## src/rtl/dsd_fe_pkg.sv

```systemverilog
// Shared definitions for the stream front-end.
// Assumes: the balanced reset pattern sets even-numbered taps to 1.
package dsd_fe_pkg;

    typedef enum logic {
        POL_NORMAL  = 1'b0,
        POL_SWAPPED = 1'b1
    } pol_e;

    // Returns the balanced history pattern for a given width (even taps high).
    function automatic logic [63:0] balanced_pattern(input int unsigned width);
        logic [63:0] p;
        p = '0;
        for (int unsigned i = 0; i < width && i < 64; i++) begin
            p[i] = ((i % 2) == 0);
        end
        return p;
    endfunction

endpackage

```

## src/rtl/dsd_fe_sampler.sv

```systemverilog
// Captures serial data and bit clock on the falling system-clock edge and
// flags a new bit on the rising system-clock edge.
// Assumes: inputs are stable around the falling edge of clk.
module dsd_fe_sampler (
    input  logic clk,
    input  logic bclk,
    input  logic sdata,
    output logic bit_edge,
    output logic bit_val
);
    logic bclk_s;
    logic data_s;
    logic bclk_d;

    // Falling-edge capture of the stream inputs.
    always_ff @(negedge clk) begin
        bclk_s <= bclk;
        data_s <= sdata;
    end

    // Rising-edge copy of the captured bit clock for edge detection.
    always_ff @(posedge clk) begin
        bclk_d <= bclk_s;
    end

    assign bit_edge = bclk_s & ~bclk_d;
    assign bit_val  = data_s;
endmodule

```

## src/rtl/dsd_fe_slot_ctr.sv

```systemverilog
// Tracks the system-clock slot inside one data bit and produces the duty gate.
// Assumes: a bit edge arrives every SLOTS clocks; otherwise it wraps freely.
module dsd_fe_slot_ctr #(
    parameter int unsigned SLOTS  = 4,
    parameter int unsigned ACTIVE = 3,
    localparam int unsigned SLOT_W = (SLOTS > 1) ? $clog2(SLOTS) : 1
) (
    input  logic              clk,
    input  logic              rst_n,
    input  logic              bit_edge,
    output logic [SLOT_W-1:0] slot_q,
    output logic              duty_on
);
    localparam logic [SLOT_W-1:0] LAST_SLOT = SLOT_W'(SLOTS - 1);
    localparam logic [SLOT_W-1:0] ACT_LIM   = SLOT_W'(ACTIVE);

    // Slot counter: cleared by reset or a new bit, wraps after the last slot.
    always_ff @(posedge clk) begin
        if (!rst_n || bit_edge) begin
            slot_q <= '0;
        end else if (slot_q == LAST_SLOT) begin
            slot_q <= '0;
        end else begin
            slot_q <= slot_q + 1'b1;
        end
    end

    assign duty_on = (slot_q < ACT_LIM);
endmodule

```

## src/rtl/dsd_fe_tap_line.sv

```systemverilog
// Tap history of received bits; tap 0 holds the newest bit.
// Assumes: reset loads the balanced pattern and overrides a coincident bit.
module dsd_fe_tap_line
    import dsd_fe_pkg::*;
#(
    parameter int unsigned TAPS = 8
) (
    input  logic            clk,
    input  logic            rst_n,
    input  logic            bit_edge,
    input  logic            bit_val,
    output logic [TAPS-1:0] line_q
);
    localparam logic [63:0]     PAT64 = balanced_pattern(TAPS);
    localparam logic [TAPS-1:0] BPZ   = PAT64[TAPS-1:0];

    // Shift register: reset to balanced pattern, shift on each new bit.
    always_ff @(posedge clk) begin
        if (!rst_n) begin
            line_q <= BPZ;
        end else if (bit_edge) begin
            line_q <= {line_q[TAPS-2:0], bit_val};
        end
    end
endmodule

```

## src/rtl/dsd_fe_shaper.sv

```systemverilog
// Registers polarity, forms hot and cold copies and gates every tap with the
// duty pulse into positive and negative groups.
// Assumes: polarity register resets to normal.
module dsd_fe_shaper
    import dsd_fe_pkg::*;
#(
    parameter int unsigned TAPS = 8
) (
    input  logic            clk,
    input  logic            rst_n,
    input  logic            pol_inv,
    input  logic            duty_on,
    input  logic [TAPS-1:0] line_q,
    output logic [TAPS-1:0] hot_pos,
    output logic [TAPS-1:0] hot_neg,
    output logic [TAPS-1:0] cold_pos,
    output logic [TAPS-1:0] cold_neg
);
    pol_e pol_q;

    // Polarity register, sampled on the rising edge.
    always_ff @(posedge clk) begin
        if (!rst_n) begin
            pol_q <= POL_NORMAL;
        end else begin
            pol_q <= pol_e'(pol_inv);
        end
    end

    for (genvar i = 0; i < TAPS; i++) begin : g_tap
        logic hot_bit;
        logic cold_bit;
        // Per-tap copy forming and duty gating.
        always_comb begin
            hot_bit     = (pol_q == POL_SWAPPED) ? ~line_q[i] : line_q[i];
            cold_bit    = ~hot_bit;
            hot_pos[i]  = hot_bit & duty_on;
            hot_neg[i]  = ~hot_bit & duty_on;
            cold_pos[i] = cold_bit & duty_on;
            cold_neg[i] = ~cold_bit & duty_on;
        end
    end
endmodule

```

## src/rtl/dsd_frontend.sv

```systemverilog
// Top of the stream front-end: sampler, slot counter, tap history, shaper.
// Assumes: bclk period equals SLOTS system clocks.
module dsd_frontend #(
    parameter int unsigned TAPS   = 8,
    parameter int unsigned SLOTS  = 4,
    parameter int unsigned ACTIVE = 3
) (
    input  logic            clk,
    input  logic            rst_n,
    input  logic            bclk,
    input  logic            sdata,
    input  logic            pol_inv,
    output logic [TAPS-1:0] hot_pos,
    output logic [TAPS-1:0] hot_neg,
    output logic [TAPS-1:0] cold_pos,
    output logic [TAPS-1:0] cold_neg
);
    localparam int unsigned SLOT_W = (SLOTS > 1) ? $clog2(SLOTS) : 1;

    logic              bit_edge;
    logic              bit_val;
    logic [SLOT_W-1:0] slot_q;
    logic              duty_on;
    logic [TAPS-1:0]   line_q;

    dsd_fe_sampler u_sampler (
        .clk      (clk),
        .bclk     (bclk),
        .sdata    (sdata),
        .bit_edge (bit_edge),
        .bit_val  (bit_val)
    );

    dsd_fe_slot_ctr #(.SLOTS(SLOTS), .ACTIVE(ACTIVE)) u_slot (
        .clk      (clk),
        .rst_n    (rst_n),
        .bit_edge (bit_edge),
        .slot_q   (slot_q),
        .duty_on  (duty_on)
    );

    dsd_fe_tap_line #(.TAPS(TAPS)) u_line (
        .clk      (clk),
        .rst_n    (rst_n),
        .bit_edge (bit_edge),
        .bit_val  (bit_val),
        .line_q   (line_q)
    );

    dsd_fe_shaper #(.TAPS(TAPS)) u_shape (
        .clk      (clk),
        .rst_n    (rst_n),
        .pol_inv  (pol_inv),
        .duty_on  (duty_on),
        .line_q   (line_q),
        .hot_pos  (hot_pos),
        .hot_neg  (hot_neg),
        .cold_pos (cold_pos),
        .cold_neg (cold_neg)
    );
endmodule

```

## config.mk

```make
export PLATFORM = sky130hd
export DESIGN_NAME = dsd_frontend
export DESIGN_NICKNAME = d
export VERILOG_FILES = /design/src/rtl/dsd_fe_pkg.sv /design/src/rtl/dsd_fe_sampler.sv /design/src/rtl/dsd_fe_slot_ctr.sv /design/src/rtl/dsd_fe_tap_line.sv /design/src/rtl/dsd_fe_shaper.sv /design/src/rtl/dsd_frontend.sv
export SDC_FILE = /design/constraint.sdc
export NUM_CORES = 1
export LEC_CHECK = 0
export BUFFER_PORTS_ARGS = -buffer_cell sky130_fd_sc_hd__buf_4
export CAP_MARGIN = 25
export CORE_MARGIN = 2
export CORE_UTILIZATION = 41
export DETAILED_ROUTE_END_ITERATION = 6
export PLACE_DENSITY_LB_ADDON = 0.1
export SLEW_MARGIN = 20
export SYNTH_ARGS = -nofsm -noshare
export SYNTH_HDL_FRONTEND = slang
export SYNTH_SLANG_ARGS = --single-unit
```

## constraint.sdc

```tcl
create_clock -name clk -period 1.1 [get_ports clk]
set_input_delay 0.165 -clock clk [delete_from_list [all_inputs] [get_ports clk]]
set_output_delay 0.165 -clock clk [all_outputs]
set_load 0.005 [all_outputs]
```

==> run metrics <==
endpoints failing hold 0; IO Port Bufs 36; GPL Wtd Cong around 0.71; slew at the pin with the worst max-slew slack ~270 ps; leakage power 0.683 nW; fin nets ~130; CP delay by family, top flip-flops; H-tree Lvls 1; number of clock sinks 14; Yosys top cell area share 0.347; minimum clock period after layout 1500 ps; Max IR drop VDD ~900 uV; register area share after synthesis 0.347; Final Power 1.71 mW; Slew Viols, Final 0; initial antenna violation count 0; first-pass GRT wire length 3.00 mm; DRT iter0 DRCs 11; critical path required time 940 ps; Std-Cell Core Area 1900 um^2; Synthesized Nets 94; Die Area 2340 um^2; failing checks negative setup slack; Setup TNS Final -13550 ps; critical path, cell by cell buf_12 > xor2_4 > nor2b_4 > buf_6; Syn-to-layout area delta 85.0%; CTS tree built; Max Cap Violations 0; CTS Buf Count 3; detailed-route DRC error count 0; DP Area between 1000 and 1500 um^2; Crit Reg-Reg Startpoint u_sampler.bclk_s$_DFF_N_; Util after Layout 0.785; Synth Instances just under 90; vias in the first global route 661; fraction of layout cells with a size suffix above 1 0.675; syn avg cell area approximately 9.2 um^2; initial core utilization 0.424; Critical Path Source Type flop; total placed cells including tap cells 137; Ys Warns 0; DP HPWL around 1.1 mm; RSZ-0062 raised after global routing yes; Diodes inserted 0; Seq cells post-synth 14; Detail Route Antenna Nets 0; WP data arrival 1330 ps; pin count of the biggest net entering global routing 16; CP Launch Point u_shape.pol_q$_SDFF_PN0_; max frequency 668 MHz; via count 673; drt first pass iters 4; CTS max path bufs 2; drt wl/cell 13.9 um; Clock Latency Late Sink 350 ps; clk root buf clkbuf_4; hold path start pol_inv; Clock Skews 64.7 ps; Crit-path slowest cell dfxtp_2; Critical Path End Type output port; Overall Global Routing Usage 0.171; crit path max fanout 8; Slew HR 0.823; die height 48.4 um; Area contributors post-synth dfxtp_1 35%, buf_4 16%, nor2b_1 6.2%, xnor2_1 5.4%, mux2i_1 5.0%; synthesized area just over 800 um^2; pre-CTS worst setup slack -334 ps; post-route setup slack -398 ps; num ports 37; outcome finished, violations left; crit path buf inv count 2; vias per cell roughly 4.6; Tcrit/Tclk final 1.36; kind of critical path flop to output port; gr ovfl total 0; FP Rows 16; setup violators final 43; CTS clk-pin slew, worst paths 80 ps; Yosys cell types 18; top cell type by total area after synthesis dfxtp_1; die width between 40 and 50 um; HP Class input port to flop; PD cells 1140 nW/um^2; slowest stage delay, CP 350 ps; Worst Hold Slack 86.3 ps; DRT Wirelength 2.05 mm; Non-Filler Instances ~150; post-route cell area around 1500 um^2
## state kept, by name, indices dropped and copies added, names as in the netlist
name,cells
u_sampler.bit_val,1
u_sampler.bclk_d,1
u_sampler.bclk_s,1
u_shape.pol_q,1
u_slot.slot_q,2
u_line.line_q,8
## final timing paths
check / endpoint / slack [ps] / depth (start not counted)
worst max-delay path: cold_neg[7] / -400 / 4
worst min-delay path: u_shape.pol_q$_SDFF_PN0_ / 90 / 2
worst max register to register: u_slot.slot_q[1]$_SDFF_PP0_ / -390 / 3
worst min register to register: u_line.line_q[1]$_SDFFE_PN0P_ / 520 / 2
## cell usage in the layout, fill, tap and decap left out, drive strengths merged, types with 5 or more instances in the layout
| master | count |
|---|---|
| dfxtp | 14 |
| clkbuf | 5 |
| nand2 | 8 |
| nor2 | 8 |
| buf | 46 |
| inv | 6 |
| xnor2 | 5 |
| nor2b | 9 |
## area by class of cell
class	instances	area [um^2]
well taps	27	33.8
clock inverters	2	7.51
multi-input cells	49	612
repair buffers	47	514
fillers	112	409
flip-flops and latches	14	284
clock buffers	4	26.3
inverters	4	15.0
## per-layer routing
layer / global-route usage / vias up / part of all wire
met5: 0 / - / 0
met4: 0.100 / 0 / 0.024
met3: 0.0401 / 5 / 0.050
met2: 0.296 / 30 / 0.50
met1: 0.193 / 312 / 0.42
li1: - / 326 / -
## logic make-up after synthesis
group           count (synthesis)  share of synthesized area
simple gates                   32                      0.248
buf+inv                        25                      0.215
flops                          14                      0.347
xor+xnor                        8                     0.0868
compound gates                  4                     0.0372
mux                             4                     0.0496
fa+ha+maj                       1                     0.0155
## Yosys cell counts (all sizes together)
cell type / instances
dfxtp: 14
buf: 20
inv: 5
nor4bb: 1
xor2: 3
nor4b: 1
ha: 1
nor2b: 9
nor2: 8
and2: 1
o211ai: 4
xnor2: 5
mux2i: 4
nand2: 8
nand3b: 4
## power by group
part | internal (mW) | switching [mW]
clock | 0.151 | 0.194
combinational | 0.497 | 0.271
sequential | 0.545 | 0.0492
total | 1.19 | 0.514
## what timing repair did
item | in CTS | in global routing
resized for setup | 49 | 7
endpoints found under the setup margin | 43 | 43
buffers inserted | 5 | 1
pin swaps | 4 | 2
hold buffers | 0 | 0
gates cloned | 0 | 1
Power figures use the tool's default switching activity.
